**src/rtl/cr_write_guard.sv**
```systemverilog
module cr_write_guard #(
  parameter logic [63:0] CR0_RESET = 64'h0000_0000_6000_0010
) (
  input  logic        clk,
  input  logic        rst_n,
  input  logic        wr_en,
  input  logic [3:0]  wr_idx,
  input  logic [63:0] wr_data,
  input  logic [63:0] efer_in,
  input  logic        long_mode,
  output logic        fault_ud,
  output logic        fault_gp,
  output logic [63:0] cr0,
  output logic [63:0] cr2,
  output logic [63:0] cr3,
  output logic [63:0] cr4,
  output logic [63:0] cr8
);
  localparam int PE  = 0;
  localparam int NW  = 29;
  localparam int CD  = 30;
  localparam int PG  = 31;
  localparam int LME = 8;
  localparam int PAE = 5;

  logic idx_bad, gp_cr0, gp_cr4, gp_cr8, gp_hit, commit;

  assign idx_bad = (wr_idx == 4'd1) || (wr_idx >= 4'd5 && wr_idx <= 4'd7) || (wr_idx > 4'd8);

  assign gp_cr0 = (|wr_data[63:32])
                | (wr_data[PG] & ~wr_data[PE])
                | (wr_data[NW] & ~wr_data[CD])
                | (wr_data[PG] & efer_in[LME] & ~cr4[PAE]);
  assign gp_cr4 = (|wr_data[63:11]) | (long_mode & ~wr_data[PAE]);
  assign gp_cr8 = |wr_data[63:4];

  always_comb begin
    case (wr_idx)
      4'd0:    gp_hit = gp_cr0;
      4'd4:    gp_hit = gp_cr4;
      4'd8:    gp_hit = gp_cr8;
      default: gp_hit = 1'b0;
    endcase
  end

  assign commit = wr_en & ~idx_bad & ~gp_hit;

  always_ff @(posedge clk) begin
    if (!rst_n) begin
      fault_ud <= 1'b0;
      fault_gp <= 1'b0;
      cr0      <= CR0_RESET;
      cr2      <= '0;
      cr3      <= '0;
      cr4      <= '0;
      cr8      <= '0;
    end else begin
      fault_ud <= wr_en & idx_bad;
      fault_gp <= wr_en & ~idx_bad & gp_hit;
      if (commit) begin
        case (wr_idx)
          4'd0:    cr0 <= wr_data;
          4'd2:    cr2 <= wr_data;
          4'd3:    cr3 <= wr_data;
          4'd4:    cr4 <= wr_data;
          4'd8:    cr8 <= wr_data;
          default: ;
        endcase
      end
    end
  end
endmodule

```
**config.mk**
```make
export PLATFORM = sky130hd
export DESIGN_NAME = cr_write_guard
export DESIGN_NICKNAME = d
export VERILOG_FILES = /design/src/rtl/cr_write_guard.sv
export SDC_FILE = /design/constraint.sdc
export NUM_CORES = 1
export LEC_CHECK = 0
export BUFFER_PORTS_ARGS = -buffer_cell sky130_fd_sc_hd__buf_2
export CORE_AREA = 8 8 172 174
export DETAILED_ROUTE_END_ITERATION = 8
export DIE_AREA = 0 0 180 182
export PLACE_DENSITY = 0.68
export REMOVE_ABC_BUFFERS = 1
export SLEW_MARGIN = 40
export SYNTH_ARGS = -nofsm -noshare
export SYNTH_HDL_FRONTEND = slang
export SYNTH_SLANG_ARGS = --single-unit
```
**constraint.sdc**
```tcl
create_clock -name clk -period 3.75 [get_ports clk]
set_clock_uncertainty 0.15 [all_clocks]
set_input_delay 0 -clock clk [delete_from_list [all_inputs] [get_ports clk]]
set_output_delay 0 -clock clk [all_outputs]
set_load 0.02 [all_outputs]
```
==> metrics.log, run 1 <==
INFO  metric postCtsSetupRepairBufs = 0
INFO  metric via_count_of_the_first_global_routing_pass = between 9,000 and 10,000
INFO  metric placer_congestion_estimate = 0.760
INFO  metric critical_path_arrival = 3.18 ns
INFO  metric worst_hold_slack_after_final_layout = 0.164 ns
INFO  metric synth_sequential_area_ratio = 62.0%
INFO  metric cts-root-buf = sky130_fd_sc_hd__clkbuf_16
INFO  metric power_switching_share = 21.6%
INFO  metric die_w = 180 um
INFO  metric chipHeight = 182 um
INFO  metric postCtsHoldBufs = 83
INFO  metric ctsHtreeMaxLevel = 2
INFO  metric intPower = between 5000 and 6000 uW
INFO  metric drt-vias-per-instance = a little under 5
INFO  metric insertion_delay = between 0.5 and 0.6 ns
INFO  metric post_synthesis_register_bit_count = 322
INFO  metric antenna_violating_nets_post_route = 0
INFO  metric critical_path_start_end_classification = in -> reg
INFO  metric gr-usage-all-layers = 20.1%
INFO  metric fin_util = 54.8%
INFO  metric min-delay-path-class = in -> reg
INFO  metric report.final.slew_viol_count = 0
INFO  metric finalSetupViolations = 0
INFO  metric power.net_switching = between 1500 and 2000 uW
INFO  metric fmax = between 300 and 400 MHz
INFO  metric crit_fanout = 53
INFO  metric count_of_warnings_emitted_by_yosys = 0
INFO  metric synth.distinct_cells = 29
INFO  metric irDropWorstVdd = 0.000336 V
INFO  metric dp_hpwl = roughly 23,000 um
INFO  metric power.share.sequential = 48.6%
INFO  metric max-slew-margin-rel = 46.7%
INFO  metric power-per-cell-area = 486 nW/um2
INFO  metric syn-mean-instance-area = 9.20 um2
INFO  metric outcome = complete, no violations
INFO  metric top_flip_flop_cell_by_instance_count_after_synthesis = sky130_fd_sc_hd__dfxtp_1
INFO  metric first_pass_grt_wire_length = 53,300 um
INFO  metric post-place-ws = 0.911 ns
INFO  metric grt_antenna_before_repair = 2
INFO  metric setup_repair_after_global_routing_missed_its_margin = false
INFO  metric post-route-min-period = 2.94 ns
INFO  metric dr.pass1.iters = 5
INFO  metric share_clk_of_total_power = between 40% and 50%
INFO  metric grt_max_degree = 81
INFO  metric clk_pin_slew_worst_paths = roughly 0.060 ns
INFO  metric routedWlPerCell = between 15 and 20 um
INFO  metric worst-endpoint-required = ~4.0 ns
INFO  metric synthesis.area = a little over 10,000 um2
INFO  metric ios = between 400 and 500
INFO  metric placement.io_buffers = 394
INFO  metric grt_overflow_total = 0
INFO  metric worst_setup_path_end_kind = register
INFO  metric detail_route.wirelength = 34,700 um
INFO  metric detailedRoute.firstIterationViolations = between 600 and 700
INFO  metric max_slew.worst_pin.slew = 0.800 ns
INFO  metric synthTopCellsByArea = sky130_fd_sc_hd__dfxtp_1, sky130_fd_sc_hd__nand2_1, sky130_fd_sc_hd__a21oi_1
INFO  metric drive_above_1_share = 29.9%
INFO  metric synth_area_leader_cell = sky130_fd_sc_hd__dfxtp_1
INFO  metric cts-root-to-sink-buffers = 3
INFO  metric drv.max_cap_violation_count = 0
INFO  metric static-leakage-power = 0.00675 uW
INFO  metric synthArstFlopShare = 0%
INFO  metric initial_standard_cell_utilization_of_the_core = 39.0%
INFO  metric fin_ws = 0.814 ns
INFO  metric drt_drc_violations_left = 0
INFO  metric worstSetupStartpointType = primary input
INFO  metric clock_sinks = 322
INFO  metric combinationalPowerShare = 4.3%
INFO  metric via_count = 9,395
INFO  metric placement_rows = 60
INFO  metric cts_tree = yes
INFO  metric number_of_enable_flip_flop_cells_after_synthesis = 0
INFO  metric number_of_nets_at_the_end_of_the_flow = 1,713
INFO  metric layout-area-overhead-vs-synth = 40.5%
INFO  metric finalHoldViolCount = 0
INFO  metric synth_top_area_share = between 60% and 70%
INFO  metric numCtsBuffers = 34
INFO  metric post_cts_resize_count = 0
INFO  metric die_area = roughly 33,000 um2
INFO  metric placeable_core_region = ~27,000 um2
INFO  metric synthesized_instance_count = 1,130
INFO  metric fin_crit_sh = about four fifths
-- metal layers --
metal  GRT usage [%]  share of wire, %  wire [um]  vias to the layer above
met4            7.57               3.3       1150                        0
met5               0                 0          0                        -
li1                -                 -          -                     4596
met2            32.7                46      15800                      392
met1            23.9                42      14600                     4335
met3            7.41               9.3       3220                       72
-- cell type report --
type / instances / area (um2)
antenna: 2 / 5.00
clock buffer: 50 / 1040
clock inverter: 10 / 103
fill: 2354 / 12000
inverter: 2 / 12.5
multi-input combinational: 726 / 3640
sequential: 322 / 6450
tap: 341 / 427
timing repair buffer: 491 / 2940
-- cell usage after synthesis (2+ instances only) --
cell and n:
sky130_fd_sc_hd__inv_1 2, sky130_fd_sc_hd__nand2_1 288, sky130_fd_sc_hd__nor3b_1 3, sky130_fd_sc_hd__a21oi_1 160
sky130_fd_sc_hd__and3_1 34, sky130_fd_sc_hd__nor2_1 3, sky130_fd_sc_hd__clkbuf_1 68, sky130_fd_sc_hd__nor2b_1 3
sky130_fd_sc_hd__nor3_1 3, sky130_fd_sc_hd__nand3_1 38, sky130_fd_sc_hd__nor4_1 16, sky130_fd_sc_hd__nand2b_1 4
sky130_fd_sc_hd__mux2i_1 14, sky130_fd_sc_hd__or2_2 2, sky130_fd_sc_hd__buf_2 5, sky130_fd_sc_hd__dfxtp_1 322
sky130_fd_sc_hd__buf_6 5, sky130_fd_sc_hd__o21ai_0 34, sky130_fd_sc_hd__nand4_1 4, sky130_fd_sc_hd__and2_1 113
-- state kept, by name, summed over array words and instances (netlist names) --
name / cells
cr2: 64
cr0: 64
cr3: 64
cr4: 64
fault_ud: 1
fault_gp: 1
cr8: 64
-- power groups by stage --
stage          clock, uW  combinational (uW)  sequential, uW
3_3_place_gp           0                 235            3520
4_1_cts             3420                 305            3450
3_5_place_dp           0                 239            3520
2_1_floorplan          0                73.1            3550
5_1_grt             3570                 330            3450
6_report            3340                 306            3450
-- logic make-up after synthesis --
family | synth area share [%]
AO/OA/AOI/OAI | 9.73
buffers and inverters | 3.42
flip-flops | 62.0
multiplexers | 1.35
AND/OR/NAND/NOR | 23.5
-- worst paths after layout --
check                             from              endpoint  slack, ns  cells past startpoint
setup / recovery           wr_data[60]  cr4[48]$_SDFFE_PN0P_       0.81                      7
setup reg to reg   cr4[5]$_SDFFE_PN0P_  cr0[25]$_SDFFE_PN0P_       1.51                      5
hold / removal             wr_data[40]  cr3[40]$_SDFFE_PN0P_       0.16                      4
hold reg to reg   cr2[15]$_SDFFE_PN0P_  cr2[15]$_SDFFE_PN0P_       0.30                      2
-- stage by stage --
stage                     std cells  power (uW)  TNS, ns  instance area [um2]
after global placement         1798        3760        0                12600
after global routing           1944        7350        0                14600
final                          1944        7100        0                14600
after CTS                      1942        7180        0                14600
after detailed placement       1799        3760        0                12600
after floorplan                1050        3620   -31.71                10100
-- worst max-delay path: stages --
cell	delay, ns
sky130_fd_sc_hd__dlygate4sd3_1	0.54
sky130_fd_sc_hd__buf_2	0.14
sky130_fd_sc_hd__nor4_1	0.51
sky130_fd_sc_hd__nand4_1	0.43
sky130_fd_sc_hd__or2_2	0.72
sky130_fd_sc_hd__o31a_4	0.60
sky130_fd_sc_hd__and2_1	0.23
-- placed cells by master (no fill, tap or decap), drive strengths merged --
cell,instances
diode,2
nand4,4
a21oi,160
nor2,3
nor3b,3
nand3,38
mux2i,14
a221o,1
clkinvlp,2
and2,113
o31a,1
and3,34
dfxtp,322
nor3,4
and3b,1
nand2,288
inv,2
a211oi,1
dlygate4sd3,82
nor2b,3
or2,3
buf,409
nand2b,4
o21ai,34
bufinv,1
nor4,16
clkinv,7
clkbuf,50
a31oi,1
Power figures use the tool's default switching activity.
==> run 2, diff against run 1 <==
Settings changed: PLACE_DENSITY 0.68 to 0.7.
Clock period 3.75 ns to 2.5 ns, I/O delays scaled along.
==> run 2 against run 1 <==
  * Worst hold slack worse by 0.0065 ns
  * Count of clock-buffer cells in the layout down 7
  * Largest cell class unchanged
  * Die area stayed put
  * Largest power group unchanged
  * Routed wire length is 0.39% lower
  * Utilization down 0.14 points
  * Setup slack worse by 0.65 ns
==> metrics.log, run 2 (synthesis gave the netlist of run 1 again) <==
INFO  metric fmax = 429 MHz
INFO  metric die_w = 180 um (unchanged)
INFO  metric timing.critical_path.cells = dlygate4sd3_1 -> buf_2 -> nor4_2 -> nand4_1 -> buf_4 -> or2_2 -> o31a_4 -> and2_1 (was dlygate4sd3_1 -> buf_2 -> nor4_1 -> nand4_1 -> or2_2 -> o31a_4 -> and2_1)
INFO  metric grt_overflow_total = 0 (unchanged)
INFO  metric cp_top_family = simple AND/OR/NAND/NOR gates (unchanged)
INFO  metric via_count = 9,427 (was 9,395)
INFO  metric drt-vias-per-instance = 4.86 (was 4.83)
INFO  metric power-per-cell-area = 720 nW/um2 (was 486 nW/um2)
INFO  metric finalHoldViolCount = 0 (unchanged)
INFO  metric final_common_cell = sky130_fd_sc_hd__buf_2 (unchanged)
INFO  metric outcome = complete, no violations (unchanged)
INFO  metric die_area = 32,800 um2 (unchanged)
INFO  metric placement.io_buffers = 394 (unchanged)
INFO  metric place_area = 12,700 um2 (was 12,600 um2)
INFO  metric worstSetupStartpointType = primary input (unchanged)
INFO  metric initial_standard_cell_utilization_of_the_core = 39.0% (unchanged)
INFO  metric finalSetupViolations = 0 (unchanged)
INFO  metric cts-root-to-sink-buffers = 3 (unchanged)
INFO  metric worst-endpoint-required = 2.75 ns (was 4.00 ns)
INFO  metric min-delay-path-class = in -> reg (unchanged)
INFO  metric worst_setup_path_end_kind = register (unchanged)
INFO  metric max-slew-margin-rel = 42.7% (was 46.7%)
INFO  metric fin_crit_sh = around 93%
INFO  metric ios = 458 (unchanged)
INFO  metric dr.pass1.iters = 5 (unchanged)
INFO  metric final_cell_count_no_fill = 1,939 (was 1,944)
INFO  metric gr-usage-all-layers = 20.3% (was 20.1%)
INFO  metric chipHeight = 182 um (unchanged)
INFO  metric placer_congestion_estimate = 0.763 (was 0.760)
INFO  metric ctsHtreeMaxLevel = 2 (unchanged)
INFO  metric design_area = 14,600 um2 (about the same)
INFO  metric static-leakage-power = 0.00672 uW (was 0.00675 uW)
INFO  metric placeable_core_region = 26,700 um2 (unchanged)
INFO  metric postCtsSetupRepairBufs = 0 (unchanged)
INFO  metric layout-area-overhead-vs-synth = 40.2% (was 40.5%)
INFO  metric cts-root-buf = sky130_fd_sc_hd__clkbuf_16 (unchanged)
INFO  metric grt_max_degree = 158 (was 81)
INFO  metric numCtsBuffers = 34 (unchanged)
INFO  metric first_pass_grt_wire_length = 54,000 um (was 53,300 um)
INFO  metric post-route-min-period = 2.33 ns
INFO  metric report.final.slew_viol_count = 0 (unchanged)
INFO  metric clk_pin_slew_worst_paths = 0.06 ns (about the same)
INFO  metric drive_above_1_share = 30.5% (was 29.9%)
INFO  metric mostFrequentLayoutCells = sky130_fd_sc_hd__buf_2, sky130_fd_sc_hd__dfxtp_1, sky130_fd_sc_hd__nand2_1 (unchanged)
INFO  metric via_count_of_the_first_global_routing_pass = 9,676 (was 9,430)
INFO  metric crit_fanout = 53 (unchanged)
INFO  metric antenna_violating_nets_post_route = 0 (unchanged)
INFO  metric dp_hpwl = 23,500 um (was 23,100 um)
INFO  metric max_slew.worst_pin.slew = 0.859 ns (was 0.800 ns)
INFO  metric max_stage_delay_on_crit_path = 0.53 ns (was 0.72 ns)
INFO  metric drt_drc_violations_left = 0 (unchanged)
INFO  metric cts_tree = yes (unchanged)
INFO  metric irDropWorstVdd = 0.000606 V (was 0.000336 V)
INFO  metric critical_path_arrival = 2.58 ns (was 3.18 ns)
INFO  metric drv.max_cap_violation_count = 0 (unchanged)
INFO  metric insertion_delay = 0.51 ns (about the same)
INFO  metric clock_sinks = 322 (unchanged)
INFO  metric slowest_stage_cell_crit_path = sky130_fd_sc_hd__dlygate4sd3_1 (was sky130_fd_sc_hd__or2_2)
INFO  metric detailedRoute.firstIterationViolations = 629 (was 602)
INFO  metric critical_path_start_end_classification = in -> reg (unchanged)
INFO  metric placement_rows = 60 (unchanged)
INFO  metric number_of_nets_at_the_end_of_the_flow = 1,714 (was 1,713)
INFO  metric finalPower = 10,500 uW (was 7100 uW)
INFO  metric place_inst = 1,810 (was 1,799)
INFO  metric routedWlPerCell = 17.8 um (was 17.9 um)
INFO  metric finalSetupTns = 0 ns (unchanged)
INFO  metric grt_antenna_before_repair = 2 (unchanged)
INFO  metric detail_route.wirelength = 34,600 um (was 34,700 um)
INFO  metric setup_repair_after_global_routing_missed_its_margin = false (unchanged)
INFO  metric critical_path_buf_inv_count = 3 (was 2)
[run 2: timing repair]
| item | in CTS | in global routing |
|---|---|---|
| hold buffers | 73 | 0 |
| endpoints found under the hold margin | 204 | 0 |
| setup endpoints to repair | 0 | 89 |
| gates resized for setup | 0 | 2 |
[run 2: cell type report]
class,count,area [um2]
clock inverters,11,116
inverters,2,10.0
diodes,2,5.00
repair buffers,492,2950
well taps,341,427
fillers,2378,12100
clock buffers,43,976
flip-flops and latches,322,6450
multi-input cells,726,3650
[run 2: final timing paths]
path                         from                    to  slack (ns)  cells after the start
max                   wr_data[53]  cr4[24]$_SDFFE_PN0P_        0.17                      8
min reg2reg  cr3[20]$_SDFFE_PN0P_  cr3[20]$_SDFFE_PN0P_        0.30                      2
min                   wr_data[50]  cr3[50]$_SDFFE_PN0P_        0.16                      4
max reg2reg   cr4[5]$_SDFFE_PN0P_  cr0[24]$_SDFFE_PN0P_        0.51                      6
[run 2: power breakdown]
group          total, uW  leakage [uW]  switching, uW  internal, uW
Sequential          5170       0.00260           13.2          5160
Clock               4860      0.000539           2000          2870
Combinational        462       0.00359            280           182
Total              10500       0.00672           2290          8210
[run 2: per-stage QoR]
step / setup WS [ns] / utilization (%) / hold WS (ns)
4_1_cts: 0.0555 / 54.6 / 0.131
3_5_place_dp: 0.0811 / 47.8 / 0.118
3_3_place_gp: 0.137 / 47.7 / 0.112
6_report: 0.168 / 54.7 / 0.158
5_1_grt: 0.0182 / 54.7 / 0.156
2_1_floorplan: -1.78 / - / -0.0782
[run 2: layer usage]
metal | wire, um | vias up | part of all wire (%) | GRT usage [%]
met5 | 0 | - | 0 | 0
met4 | 1180 | 0 | 3.4 | 8.40
met3 | 3040 | 70 | 8.8 | 6.93
met2 | 16300 | 420 | 47 | 34.2
met1 | 14100 | 4337 | 41 | 23.5
li1 | - | 4600 | - | -
[run 2: worst min-delay path, cell delays in order]
cell                            delay (ns)
sky130_fd_sc_hd__dlygate4sd3_1        0.53
sky130_fd_sc_hd__buf_2                0.14
sky130_fd_sc_hd__nand2_1              0.05
sky130_fd_sc_hd__a21oi_1              0.05
==> run 3, diff against run 2 <==
Settings changed: GPL_TIMING_DRIVEN set to 1, PLACE_DENSITY 0.7 to 0.68.
Clock period 2.5 ns to 2.6 ns, I/O delays scaled along.
==> run 3 against run 2 <==
  * Cell count up 0.41%
  * Sequential share of layout area up 0.053 points
  * Non-clock buffer count up 5
  * Routed wire length is 0.65% lower
  * Utilization shrank 0.066 points
  * Global-route usage shrank 0.40 points
  * Die area is the same
  * Via count decreased by 0.19%
  * First-iteration DRC count decreased by 14%
  * Clock power down 7.0%
  * Critical endpoint is now cr4[19]$_SDFFE_PN0P_
  * Largest power group unchanged
==> metrics.log, run 3 (synthesis gave the netlist of run 1 again) <==
INFO  metric irDropWorstVdd = 0.000514 V (was 0.000606 V)
INFO  metric filler_cell_count = 2,336 (was 2,378)
INFO  metric place_inst = 1,810 (unchanged)
INFO  metric area.sequential = 6450 um2 (unchanged)
INFO  metric min-delay-path-class = in -> reg (unchanged)
INFO  metric ctsHtreeMaxLevel = 1 (was 2)
INFO  metric finalHoldViolCount = 0 (unchanged)
INFO  metric max_stage_delay_on_crit_path = 0.53 ns (about the same)
INFO  metric clk_pin_slew_worst_paths = 0.06 ns (about the same)
INFO  metric insertion_delay = 0.55 ns (was 0.51 ns)
INFO  metric critical_path_start_end_classification = in -> reg (unchanged)
INFO  metric layout-area-overhead-vs-synth = 40.0% (was 40.2%)
INFO  metric grt_overflow_total = 0 (unchanged)
INFO  metric clock_sinks = 322 (unchanged)
INFO  metric finalSetupTns = 0 ns (unchanged)
INFO  metric detailedRoute.firstIterationViolations = 542 (was 629)
INFO  metric dp_hpwl = 23,800 um (was 23,500 um)
INFO  metric antenna_violating_nets_post_route = 0 (unchanged)
INFO  metric holdPathEnd = cr0[6]$_SDFFE_PN0P_ (was cr3[50]$_SDFFE_PN0P_)
INFO  metric routedWlPerCell = 17.7 um (was 17.8 um)
INFO  metric drive_above_1_share = 30.2% (was 30.5%)
INFO  metric final_cell_count_no_fill = 1,947 (was 1,939)
INFO  metric drt-vias-per-instance = 4.83 (was 4.86)
INFO  metric critical_path_arrival = 2.70 ns (was 2.58 ns)
INFO  metric fin_util = 54.6% (was 54.7%)
INFO  metric crit_fanout = 53 (unchanged)
INFO  metric grt_max_degree = 84 (was 158)
INFO  metric drt_drc_violations_left = 0 (unchanged)
INFO  metric finalSetupViolations = 0 (unchanged)
INFO  metric via_count_of_the_first_global_routing_pass = 9,482 (was 9,676)
INFO  metric static-leakage-power = 0.00673 uW (was 0.00672 uW)
INFO  metric cts-root-to-sink-buffers = 3 (unchanged)
INFO  metric via_count = 9,409 (was 9,427)
INFO  metric whs_path_depth = 6 (was 4)
INFO  metric power-per-cell-area = 682 nW/um2 (was 720 nW/um2)
INFO  metric ios = 458 (unchanged)
INFO  metric timing.critical_path.cells = dlygate4sd3_1 -> buf_2 -> nor4_1 -> nand4_1 -> buf_4 -> or2_2 -> o31a_4 -> and2_1 (was dlygate4sd3_1 -> buf_2 -> nor4_2 -> nand4_1 -> buf_4 -> or2_2 -> o31a_4 -> and2_1)
INFO  metric r2r-end = cr0[1]$_SDFFE_PN0P_ (was cr0[24]$_SDFFE_PN0P_)
INFO  metric chipHeight = 182 um (unchanged)
INFO  metric reg_to_reg_setup_timing_slack = 0.42 ns (was 0.51 ns)
INFO  metric placeable_core_region = 26,700 um2 (unchanged)
INFO  metric dr.pass1.iters = 5 (unchanged)
INFO  metric drv.max_cap_violation_count = 0 (unchanged)
INFO  metric first_pass_grt_wire_length = 52,800 um (was 54,000 um)
INFO  metric cts-root-buf = sky130_fd_sc_hd__clkbuf_16 (unchanged)
INFO  metric grt_antenna_before_repair = 2 (unchanged)
INFO  metric worstSetupStartpointType = primary input (unchanged)
INFO  metric setup_repair_after_global_routing_missed_its_margin = false (unchanged)
INFO  metric post-route-min-period = between 2 and 2.5 ns
INFO  metric worst_setup_path_end_kind = register (unchanged)
INFO  metric placer_congestion_estimate = 0.754 (was 0.763)
INFO  metric number_of_nets_at_the_end_of_the_flow = 1,716 (was 1,714)
INFO  metric cts_tree = yes (unchanged)
INFO  metric placement.io_buffers = 394 (unchanged)
INFO  metric fin_crit_sh = slightly above 90%
INFO  metric detail_route.wirelength = 34,400 um (was 34,600 um)
INFO  metric outcome = complete, no violations (unchanged)
INFO  metric max-slew-margin-rel = 58.9% (was 42.7%)
INFO  metric fmax = about 420 MHz
INFO  metric slowest_stage_cell_crit_path = sky130_fd_sc_hd__dlygate4sd3_1 (unchanged)
INFO  metric initial_standard_cell_utilization_of_the_core = 39.0% (unchanged)
INFO  metric report.final.slew_viol_count = 0 (unchanged)
INFO  metric area_occupied_by_multi_input_gates = 3640 um2 (was 3650 um2)
INFO  metric die_w = 180 um (unchanged)
INFO  metric finalPower = 9930 uW (was 10,500 uW)
INFO  metric die_area = 32,800 um2 (unchanged)
INFO  metric worst-endpoint-required = 2.89 ns (was 2.75 ns)
INFO  metric gr-usage-all-layers = 19.9% (was 20.3%)
INFO  metric hold_path_startpoint = efer_in[8] (was wr_data[50])
INFO  metric worst_r2r_startpoint = cr4[5]$_SDFFE_PN0P_ (unchanged)
INFO  metric placement_rows = 60 (unchanged)
INFO  metric numCtsBuffers = 31 (was 34)
INFO  metric worst_r2r_path_depth = 6 (unchanged)
INFO  metric max_slew.worst_pin.slew = 0.617 ns (was 0.859 ns)
INFO  metric final_common_cell = sky130_fd_sc_hd__buf_2 (unchanged)
INFO  metric mostFrequentLayoutCells = sky130_fd_sc_hd__buf_2, sky130_fd_sc_hd__dfxtp_1, sky130_fd_sc_hd__nand2_1 (unchanged)
run 3: changes by cell type in the layout (fill, tap and decap cells not counted), moves of 2 or more:
| cell | previous run | this run |
|---|---|---|
| sky130_fd_sc_hd__clkbuf_1 | 1 | 6 |
| sky130_fd_sc_hd__dlygate4sd3_1 | 73 | 78 |
| sky130_fd_sc_hd__clkbuf_16 | 35 | 31 |
| sky130_fd_sc_hd__clkbuf_8 | 7 | 10 |
| sky130_fd_sc_hd__clkinv_2 | 4 | 7 |
| sky130_fd_sc_hd__clkinv_4 | 3 | 0 |
| sky130_fd_sc_hd__clkinv_8 | 2 | 0 |
| sky130_fd_sc_hd__nor4_1 | 14 | 16 |
| sky130_fd_sc_hd__nor4_2 | 2 | 0 |
run 3: power by group:
part           switching (uW)  internal (uW)  leakage, uW
clock                    1850           2670     0.000521
sequential               12.6           4960      0.00260
combinational             268            177      0.00361
total                    2130           7800      0.00673
run 3: worst max-delay path, delay by kind of cell:
kind	cells	cell delay (ns)
and+or+nand+nor	4	1.27
buffers and inverters	3	0.90
AOI/OAI and AO/OA	1	0.50
run 3: worst max path at each step:
stage          slack (ns)                   end         from  depth (start not counted)
2_1_floorplan       -1.68  cr8[10]$_SDFFE_PN0P_        rst_n                          3
3_3_place_gp         0.20  cr4[60]$_SDFFE_PN0P_  wr_data[40]                          6
3_5_place_dp         0.18  cr4[19]$_SDFFE_PN0P_  wr_data[40]                          6
4_1_cts              0.21   cr0[7]$_SDFFE_PN0P_    wr_idx[0]                          8
5_1_grt              0.04  cr4[22]$_SDFFE_PN0P_  wr_data[40]                          7
6_report             0.19  cr4[19]$_SDFFE_PN0P_  wr_data[54]                          8
run 3: metal layers:
metal	track usage [%]	routed length, um	vias to the layer above
li1	-	-	4609
met1	23.2	14300	4333
met2	33.1	15800	389
met3	7.23	3130	78
met4	8.00	1140	0
met5	0	0	-
run 3: repair_timing:
| item | in CTS | in global routing |
|---|---|---|
| gates resized for setup | 0 | 1 |
| setup buffers | 0 | 0 |
| hold buffers | 78 | 0 |
| hold endpoints to repair | 177 | 0 |
| setup endpoints to repair | 0 | 2 |
run 3: layout make-up:
class | instances | area share (%)
Multi-Input combinational cell | 726 | 25.0
Timing Repair Buffer | 497 | 20.5
Clock buffer | 47 | 6.43
Inverter | 2 | 0.0687
Sequential cell | 322 | 44.3
Antenna cell | 2 | 0.0344
Tap cell | 341 | 2.93
Clock inverter | 10 | 0.713
run 3: metrics by stage:
step	hold slack [ns]	setup WS, ns	instance area (um2)
2_1_floorplan	-0.0782	-1.68	10100
3_3_place_gp	0.114	0.204	12700
3_5_place_dp	0.119	0.181	12700
4_1_cts	0.0496	0.215	14600
5_1_grt	0.0943	0.0439	14600
6_report	0.0594	0.194	14600
